<file path="src/rtl/dphy_bringup_pkg.sv">
// Package: shared sequencer state type and the rate-to-range table.
// Assumes rates fit in 16 bits; the table is ascending in its limit.
package dphy_bringup_pkg;

    localparam int N_RANGES = 39;

    typedef enum logic [2:0] {
        ST_IDLE,
        ST_CLR,
        ST_SETTLE,
        ST_XFER,
        ST_SD_GAP,
        ST_RST_GAP,
        ST_CTRL_WAIT
    } seq_state_e;

    // Upper rate limit (Mbps, inclusive) of range slot idx.
    function automatic logic [15:0] range_limit(input int idx);
        case (idx)
            0:  range_limit = 16'd89;
            1:  range_limit = 16'd99;
            2:  range_limit = 16'd109;
            3:  range_limit = 16'd129;
            4:  range_limit = 16'd139;
            5:  range_limit = 16'd149;
            6:  range_limit = 16'd169;
            7:  range_limit = 16'd179;
            8:  range_limit = 16'd199;
            9:  range_limit = 16'd219;
            10: range_limit = 16'd239;
            11: range_limit = 16'd249;
            12: range_limit = 16'd269;
            13: range_limit = 16'd299;
            14: range_limit = 16'd329;
            15: range_limit = 16'd359;
            16: range_limit = 16'd399;
            17: range_limit = 16'd449;
            18: range_limit = 16'd499;
            19: range_limit = 16'd549;
            20: range_limit = 16'd599;
            21: range_limit = 16'd649;
            22: range_limit = 16'd699;
            23: range_limit = 16'd749;
            24: range_limit = 16'd799;
            25: range_limit = 16'd849;
            26: range_limit = 16'd899;
            27: range_limit = 16'd949;
            28: range_limit = 16'd999;
            29: range_limit = 16'd1049;
            30: range_limit = 16'd1099;
            31: range_limit = 16'd1149;
            32: range_limit = 16'd1199;
            33: range_limit = 16'd1249;
            34: range_limit = 16'd1299;
            35: range_limit = 16'd1349;
            36: range_limit = 16'd1399;
            37: range_limit = 16'd1449;
            default: range_limit = 16'd1500;
        endcase
    endfunction

    // Six-bit frequency-range code of range slot idx.
    function automatic logic [5:0] range_code(input int idx);
        case (idx)
            0:  range_code = 6'h00;
            1:  range_code = 6'h10;
            2:  range_code = 6'h20;
            3:  range_code = 6'h01;
            4:  range_code = 6'h11;
            5:  range_code = 6'h21;
            6:  range_code = 6'h02;
            7:  range_code = 6'h12;
            8:  range_code = 6'h22;
            9:  range_code = 6'h03;
            10: range_code = 6'h13;
            11: range_code = 6'h23;
            12: range_code = 6'h04;
            13: range_code = 6'h14;
            14: range_code = 6'h05;
            15: range_code = 6'h15;
            16: range_code = 6'h25;
            17: range_code = 6'h06;
            18: range_code = 6'h16;
            19: range_code = 6'h07;
            20: range_code = 6'h17;
            21: range_code = 6'h08;
            22: range_code = 6'h18;
            23: range_code = 6'h09;
            24: range_code = 6'h19;
            25: range_code = 6'h29;
            26: range_code = 6'h39;
            27: range_code = 6'h0A;
            28: range_code = 6'h1A;
            29: range_code = 6'h2A;
            30: range_code = 6'h3A;
            31: range_code = 6'h0B;
            32: range_code = 6'h1B;
            33: range_code = 6'h2B;
            34: range_code = 6'h3B;
            35: range_code = 6'h0C;
            36: range_code = 6'h1C;
            37: range_code = 6'h2C;
            default: range_code = 6'h3C;
        endcase
    endfunction

endpackage

</file>
<file path="src/rtl/dphy_range_map.sv">
// Range map: converts a line rate into the six-bit frequency-range code and
// flags rates outside the legal window. Purely combinational.
// Assumes RATE_W <= 16 and RATE_MIN <= RATE_MAX.
module dphy_range_map
    import dphy_bringup_pkg::*;
#(
    parameter int RATE_W   = 11,
    parameter int RATE_MIN = 80,
    parameter int RATE_MAX = 1500
) (
    input  logic [RATE_W-1:0] rate_i,
    output logic [5:0]        code_o,
    output logic              out_of_range_o
);

    localparam int LAST = N_RANGES - 1;

    logic [15:0]         rate_ext;
    logic [N_RANGES-1:0] fits;

    assign rate_ext = 16'(rate_i);

    // One comparator per slot: rate fits at or below this limit.
    for (genvar g = 0; g < N_RANGES; g++) begin : g_cmp
        assign fits[g] = (rate_ext <= range_limit(g));
    end

    // Pick the lowest fitting slot; rates past the list take the last slot.
    always_comb begin
        code_o = range_code(LAST);
        for (int i = LAST; i >= 0; i--) begin
            if (fits[i]) code_o = range_code(i);
        end
    end

    // Legal window check on the raw rate.
    always_comb begin
        out_of_range_o = (rate_ext < 16'(RATE_MIN)) || (rate_ext > 16'(RATE_MAX));
    end

endmodule

</file>
<file path="src/rtl/dphy_us_timer.sv">
// Microsecond wait timer: after a load of N microseconds it counts N ticks of
// a CLKS_PER_US prescaler and raises done for one clock. Assumes N >= 1.
// A new load restarts the timer.
module dphy_us_timer #(
    parameter int CLKS_PER_US = 100,
    parameter int US_W        = 5
) (
    input  logic            clk,
    input  logic            rst_n,
    input  logic            load_i,
    input  logic [US_W-1:0] us_i,
    output logic            done_o
);

    localparam int PRE_W = (CLKS_PER_US > 1) ? $clog2(CLKS_PER_US) : 1;
    localparam logic [PRE_W-1:0] PRE_LAST = PRE_W'(CLKS_PER_US - 1);

    logic [PRE_W-1:0] pre_q;
    logic [US_W-1:0]  left_q;
    logic             run_q;
    logic             tick;

    assign tick = run_q && (pre_q == PRE_LAST);

    // Prescaler: counts clocks within one microsecond while running.
    always_ff @(posedge clk) begin
        if (!rst_n || load_i || tick || !run_q) begin
            pre_q <= '0;
        end else begin
            pre_q <= pre_q + 1'b1;
        end
    end

    // Microsecond countdown and done pulse.
    always_ff @(posedge clk) begin
        if (!rst_n) begin
            left_q <= '0;
            run_q  <= 1'b0;
            done_o <= 1'b0;
        end else if (load_i) begin
            left_q <= us_i;
            run_q  <= 1'b1;
            done_o <= 1'b0;
        end else if (tick) begin
            done_o <= (left_q == US_W'(1));
            run_q  <= (left_q != US_W'(1));
            left_q <= left_q - 1'b1;
        end else begin
            done_o <= 1'b0;
        end
    end

    p_done_single_r3: assert property (@(posedge clk) disable iff (!rst_n)
        done_o |=> !done_o);

    p_pre_bound_r3: assert property (@(posedge clk) disable iff (!rst_n)
        pre_q <= PRE_LAST);

    p_idle_no_done_r3: assert property (@(posedge clk) disable iff (!rst_n)
        (!run_q && !load_i) |=> !done_o);

endmodule

</file>
<file path="src/rtl/dphy_rx_bringup.sv">
// D-PHY receiver bring-up sequencer (top). It captures rate and lane count on
// start, then steps through test-clear, one test-port write of the range code,
// and ordered releases of shutdown, PHY reset and controller reset, each with
// a timed gap. Assumes an external engine answers each request with done.
module dphy_rx_bringup
    import dphy_bringup_pkg::*;
#(
    parameter int CLKS_PER_US = 100,
    parameter int RATE_W      = 11,
    parameter int LANE_W      = 3,
    parameter int LCFG_W      = 2,
    parameter int CTRL_W      = 8,
    parameter int T_CLR_US    = 15,
    parameter int T_SETTLE_US = 15,
    parameter int T_GAP_US    = 5,
    parameter int T_CTRL_US   = 10,
    parameter int RATE_MIN    = 80,
    parameter int RATE_MAX    = 1500,
    parameter logic [7:0] TEST_CODE = 8'h44
) (
    input  logic              clk,
    input  logic              rst_n,
    input  logic              start_i,
    input  logic              stop_i,
    input  logic [RATE_W-1:0] rate_mbps_i,
    input  logic [LANE_W-1:0] lanes_i,
    output logic              tp_req_o,
    output logic [7:0]        tp_code_o,
    output logic [7:0]        tp_data_o,
    input  logic              tp_done_i,
    output logic [LCFG_W-1:0] lane_cfg_o,
    output logic              phy_shutdown_n_o,
    output logic              phy_rst_n_o,
    output logic              tst_clk_o,
    output logic              tst_en_o,
    output logic              tst_clr_o,
    output logic [CTRL_W-1:0] ctrl_rst_n_o,
    output logic              busy_o,
    output logic              ready_o,
    output logic              rate_err_o
);

    localparam int T_MAX_A = (T_CLR_US > T_SETTLE_US) ? T_CLR_US : T_SETTLE_US;
    localparam int T_MAX_B = (T_GAP_US > T_CTRL_US) ? T_GAP_US : T_CTRL_US;
    localparam int T_MAX   = (T_MAX_A > T_MAX_B) ? T_MAX_A : T_MAX_B;
    localparam int US_W    = $clog2(T_MAX + 1);

    seq_state_e      state_q;
    logic            tmr_load_q;
    logic [US_W-1:0] tmr_us_q;
    logic            tmr_done;
    logic [5:0]      map_code;
    logic            map_oor;
    logic [5:0]      code_q;
    logic            accept_start;
    logic            accept_stop;

    dphy_range_map #(
        .RATE_W   (RATE_W),
        .RATE_MIN (RATE_MIN),
        .RATE_MAX (RATE_MAX)
    ) u_map (
        .rate_i         (rate_mbps_i),
        .code_o         (map_code),
        .out_of_range_o (map_oor)
    );

    dphy_us_timer #(
        .CLKS_PER_US (CLKS_PER_US),
        .US_W        (US_W)
    ) u_timer (
        .clk    (clk),
        .rst_n  (rst_n),
        .load_i (tmr_load_q),
        .us_i   (tmr_us_q),
        .done_o (tmr_done)
    );

    // Commands are only taken in idle; start has priority over stop.
    assign accept_start = (state_q == ST_IDLE) && start_i;
    assign accept_stop  = (state_q == ST_IDLE) && stop_i && !start_i;

    assign tp_code_o = TEST_CODE;
    assign tp_data_o = {1'b0, code_q, 1'b0};

    // Sequence state and wait-timer loads.
    always_ff @(posedge clk) begin
        if (!rst_n) begin
            state_q    <= ST_IDLE;
            tmr_load_q <= 1'b0;
            tmr_us_q   <= '0;
        end else begin
            tmr_load_q <= 1'b0;
            unique case (state_q)
                ST_IDLE: begin
                    if (accept_start) begin
                        state_q    <= ST_CLR;
                        tmr_load_q <= 1'b1;
                        tmr_us_q   <= US_W'(T_CLR_US);
                    end
                end
                ST_CLR: begin
                    if (tmr_done) begin
                        state_q    <= ST_SETTLE;
                        tmr_load_q <= 1'b1;
                        tmr_us_q   <= US_W'(T_SETTLE_US);
                    end
                end
                ST_SETTLE: begin
                    if (tmr_done) state_q <= ST_XFER;
                end
                ST_XFER: begin
                    if (tp_done_i) begin
                        state_q    <= ST_SD_GAP;
                        tmr_load_q <= 1'b1;
                        tmr_us_q   <= US_W'(T_GAP_US);
                    end
                end
                ST_SD_GAP: begin
                    if (tmr_done) begin
                        state_q    <= ST_RST_GAP;
                        tmr_load_q <= 1'b1;
                        tmr_us_q   <= US_W'(T_GAP_US);
                    end
                end
                ST_RST_GAP: begin
                    if (tmr_done) begin
                        state_q    <= ST_CTRL_WAIT;
                        tmr_load_q <= 1'b1;
                        tmr_us_q   <= US_W'(T_CTRL_US);
                    end
                end
                ST_CTRL_WAIT: begin
                    if (tmr_done) state_q <= ST_IDLE;
                end
                default: state_q <= ST_IDLE;
            endcase
        end
    end

    // Captured configuration: lane setting, range code and error flag.
    always_ff @(posedge clk) begin
        if (!rst_n) begin
            lane_cfg_o <= '0;
            code_q     <= '0;
            rate_err_o <= 1'b0;
        end else if (accept_start) begin
            lane_cfg_o <= LCFG_W'(lanes_i - LANE_W'(1));
            code_q     <= map_code;
            rate_err_o <= map_oor;
        end else if (accept_stop) begin
            lane_cfg_o <= '0;
        end
    end

    // Test-port idle levels and test clear.
    always_ff @(posedge clk) begin
        if (!rst_n) begin
            tst_clk_o <= 1'b0;
            tst_en_o  <= 1'b0;
            tst_clr_o <= 1'b0;
        end else if (accept_start) begin
            tst_clk_o <= 1'b1;
            tst_en_o  <= 1'b0;
            tst_clr_o <= 1'b1;
        end else if (state_q == ST_CLR && tmr_done) begin
            tst_clr_o <= 1'b0;
        end
    end

    // Test-port request: raised after settle, held until done.
    always_ff @(posedge clk) begin
        if (!rst_n) begin
            tp_req_o <= 1'b0;
        end else if (state_q == ST_SETTLE && tmr_done) begin
            tp_req_o <= 1'b1;
        end else if (state_q == ST_XFER && tp_done_i) begin
            tp_req_o <= 1'b0;
        end
    end

    // PHY shutdown and reset: held low at start, released in order.
    always_ff @(posedge clk) begin
        if (!rst_n) begin
            phy_shutdown_n_o <= 1'b0;
            phy_rst_n_o      <= 1'b0;
        end else if (accept_start) begin
            phy_shutdown_n_o <= 1'b0;
            phy_rst_n_o      <= 1'b0;
        end else if (state_q == ST_SD_GAP && tmr_done) begin
            phy_shutdown_n_o <= 1'b1;
        end else if (state_q == ST_RST_GAP && tmr_done) begin
            phy_rst_n_o      <= 1'b1;
        end
    end

    // Controller reset: released after PHY reset, asserted by stop.
    always_ff @(posedge clk) begin
        if (!rst_n) begin
            ctrl_rst_n_o <= '0;
        end else if (state_q == ST_RST_GAP && tmr_done) begin
            ctrl_rst_n_o <= '1;
        end else if (accept_stop) begin
            ctrl_rst_n_o <= '0;
        end
    end

    // Busy and ready flags.
    always_ff @(posedge clk) begin
        if (!rst_n) begin
            busy_o  <= 1'b0;
            ready_o <= 1'b0;
        end else if (accept_start) begin
            busy_o  <= 1'b1;
            ready_o <= 1'b0;
        end else if (state_q == ST_CTRL_WAIT && tmr_done) begin
            busy_o  <= 1'b0;
            ready_o <= 1'b1;
        end else if (accept_stop) begin
            ready_o <= 1'b0;
        end
    end

    p_clr_in_reset_r2: assert property (@(posedge clk) disable iff (!rst_n)
        tst_clr_o |-> (!phy_rst_n_o && !phy_shutdown_n_o && busy_o));

    p_req_hold_r5: assert property (@(posedge clk) disable iff (!rst_n)
        (tp_req_o && !tp_done_i) |=> (tp_req_o && $stable(tp_data_o)));

    p_req_drop_r5: assert property (@(posedge clk) disable iff (!rst_n)
        (tp_req_o && tp_done_i) |=> !tp_req_o);

    p_code_even_r4: assert property (@(posedge clk) disable iff (!rst_n)
        tp_req_o |-> (tp_data_o[0] == 1'b0 && tp_code_o == TEST_CODE));

    p_release_order_r6: assert property (@(posedge clk) disable iff (!rst_n)
        phy_rst_n_o |-> phy_shutdown_n_o);

    p_ready_state_r7: assert property (@(posedge clk) disable iff (!rst_n)
        ready_o |-> ((&ctrl_rst_n_o) && phy_rst_n_o && !busy_o));

    p_stop_r9: assert property (@(posedge clk) disable iff (!rst_n)
        (!busy_o && stop_i && !start_i) |=>
            (lane_cfg_o == '0 && ctrl_rst_n_o == '0 && !ready_o));

    p_busy_ignore_r10: assert property (@(posedge clk) disable iff (!rst_n)
        busy_o |=> $stable(lane_cfg_o) && $stable(rate_err_o));

endmodule

</file>
<file path="config.mk">
export PLATFORM = sky130hd
export DESIGN_NAME = dphy_rx_bringup
export DESIGN_NICKNAME = d
export VERILOG_FILES = /design/src/rtl/dphy_bringup_pkg.sv /design/src/rtl/dphy_range_map.sv /design/src/rtl/dphy_us_timer.sv /design/src/rtl/dphy_rx_bringup.sv
export SDC_FILE = /design/constraint.sdc
export NUM_CORES = 1
export LEC_CHECK = 0
export ABC_AREA = 1
export CAP_MARGIN = 20
export CORE_MARGIN = 10
export CORE_UTILIZATION = 25
export DETAILED_ROUTE_END_ITERATION = 7
export DONT_BUFFER_PORTS = 1
export HOLD_SLACK_MARGIN = 0.08
export PLACE_DENSITY_LB_ADDON = 0.3
export REMOVE_ABC_BUFFERS = 1
export SETUP_SLACK_MARGIN = 0.3
export SYNTH_ARGS = -nofsm -noshare
export SYNTH_HDL_FRONTEND = slang
export SYNTH_SLANG_ARGS = --single-unit
</file>
<file path="constraint.sdc">
create_clock -name clk -period 3.5 [get_ports clk]
set_input_delay 0.7 -clock clk [delete_from_list [all_inputs] [get_ports clk]]
set_output_delay 0.7 -clock clk [all_outputs]
set_load 0.02 [all_outputs]
</file>
==> out/metrics.cfg <==
[run_status]
status = complete, no violations

[global_routing]
met3_usage_pct = 3.04
grt_usage_pct = 12.1
gr-usage-met2_pct = 19.1
grt_pass1_vias = 3231
grt_pass1_wl_um = 16700
grt_max_degree = 15
antenna_found_initial = 0
top_usage_layer = met2
met1_usage_pct = 15.5
grt_overflow = 0

[critical_path]
crit_family = simple AND/OR/NAND/NOR gates
crit_slowest_cell = nor3_1
critPathLaunchType = input port
cpPeakStageDelay_ns = 0.33
crit_type = in -> reg
crit_top_cell = nand2_1
critPathMaxFanout = 7
critical_path_arrival_ns = 3.04
crit_buf_inv = 1
critical_path_required_ns = 3.67
end_kind = flip-flop

[clocking]
cts_made_buffers = 5
holdBufCountCts = 0
cts_tree = done
clk_pin_slew_ns = 0.06
clock-sinks = 36
cts.root.buffer_cell = clkbuf_16
clock_path_buffers = 2
h-tree-depth = 2
clk_latency_ns = 0.28

[logic_synthesis]
avgSynthCellArea_um2 = 5.97
synth-edff-count = 0
async_reset_ff_share_pct = 0
postSynthCellCount = 506
synth_top_area_share_pct = 23.9
synth.area.top_cells = dfxtp_1 (24%), nand2_1 (19%), nor2_1 (7.7%)
yosysUniqueCellTypes = 43
ys_ff_latch = 36
yosys.area.top_type = dfxtp_1
ys_warn_count = 0
ys.flop_type = dfxtp_1
yosysSeqAreaShare_pct = 23.9
synth.cell_area_mm2 = 0.00302

[routing]
ant_nets = 0
drtIter0Drc = 454
wire_per_inst_um = 15.7
drt_first_pass_iters = 5
drc = 0
routed_wl_um = 10400
avgViaCountPerCell = 5.09
vias = 3360

[finish]
area_delta_synth_final_pct = 10.7
n_fill_cell = 1369
drive_gt1_share_pct = 12.5
final_cell_mix = nand2_1 (146), nor2_1 (58), inv_1 (56)
layout_commonest_cell = nand2_1
n_antenna_cell = 0
design_area_mm2 = 0.00334
fin_nets = 534

[placement]
dp_hpwl_um = 8480
portBuffers = 0
gp_congestion = 1.03
place_area_mm2 = 0.00312

[run]
drv_cap = 0

[floorplan]
die_h_um = 130
start_util_pct = 25.3
num_rows = 40
die-area_mm2 = 0.0169
boundaryPins = 54
dieWidth_um = 130
core-area_mm2 = 0.0119

[worst_hold_path]
hold_path_class = reg -> reg

[timing]
min_period_over_period_pct = 82.0
hold_viol = 0
slew_headroom_pct = 44.8
period_needed_ns = 2.87
skew_ns = 0.00432
grt_setup_unrepaired = false
finalSetupViolCount = 0
slew_violations = 0
worst_pin_slew_ns = 0.828
setup_tns_ns = 0
max_freq_mhz = 348

[power]
powerDensity_mw_per_mm2 = 441
p_leak_nw = 1.49
ir_worst_vdd_mv = 0.237

area by class of cell:
class | count | area (um2) | share of cell area (%)
Clock buffer | 5 | 125 | 3.74
Clock inverter | 3 | 18.8 | 0.561
Inverter | 67 | 260 | 7.78
Multi-Input combinational cell | 384 | 1900 | 56.8
Sequential cell | 36 | 722 | 21.6
Tap cell | 147 | 184 | 5.50
Timing Repair Buffer | 18 | 135 | 4.04
power breakdown:
part	internal (mW)	switching, mW	total (mW)
Sequential	0.480	0.0993	0.580
Clock	0.262	0.163	0.425
Combinational	0.149	0.320	0.469
Total	0.891	0.583	1.47
Yosys cell counts, types with 4 or more instances:
cell,instances
buf_6,5
inv_2,10
buf_4,19
nand2_2,5
nor3_1,12
inv_1,57
dfxtp_1,36
a21oi_1,22
nand3_1,26
o21ai_0,24
nor2_2,6
a31oi_1,15
nand2_1,149
nor4_1,4
o31ai_1,10
nor2_1,62
state kept, by name (all words and copies together), names as in the netlist, 2 cells and up:
| register | flops |
|---|---|
| u_timer.left_q | 4 |
| tmr_us_q | 2 |
| state_q | 3 |
| u_timer.pre_q | 7 |
| code_q | 6 |
| lane_cfg_o | 2 |
cells by family after synthesis:
kind of cell	count (synthesis)	share of synthesized area, %
compound gates	94	19.6
flops	36	23.9
xor+xnor	5	1.45
buf+inv	95	16.1
fa+ha+maj	3	1.24
other cells	2	0.249
simple gates	271	37.5
final timing paths:
kind	depth (start not counted)	to	start	slack [ns]
setup / recovery	34	code_q[4]	rate_mbps_i[9]	0.63
hold / removal	1	u_timer.pre_q[0]	u_timer.pre_q[0]	0.46
setup reg to reg	9	code_q[0]	state_q[2]	1.25
hold reg to reg	1	u_timer.pre_q[0]	u_timer.pre_q[0]	0.46
worst reg2reg max path: cells and delay by family (launching register included):
family | cells | cell delay, ns
AOI/OAI and AO/OA | 2 | 0.61
and+or+nand+nor | 5 | 0.97
buffers and inverters | 2 | 0.25
DFF | 1 | 0.34
layer usage:
layer / wire [um] / vias to the layer above
li1: - / 1643
met1: 4320 / 1512
met2: 4620 / 178
met3: 1100 / 27
met4: 311 / 0
met5: 0 / -
metrics by stage:
step	utilization (%)	hold WS [ns]	worst slack, ns	std cells	total power, mW
after global placement	26.2	0.432	0.244	650	1.04
after floorplan	-	0.418	0.704	487	0.913
after global routing	28.1	0.484	0.306	660	1.59
final	28.1	0.456	0.629	660	1.47
after detailed placement	26.2	0.456	0.298	650	1.05
after CTS	27.4	0.464	0.572	658	1.48
repair_timing:
action / CTS / global route
resized for setup: 0 / 17
setup buffers: 0 / 2
endpoints found under the setup margin: 0 / 1
(Power assumes the default switching activity.)
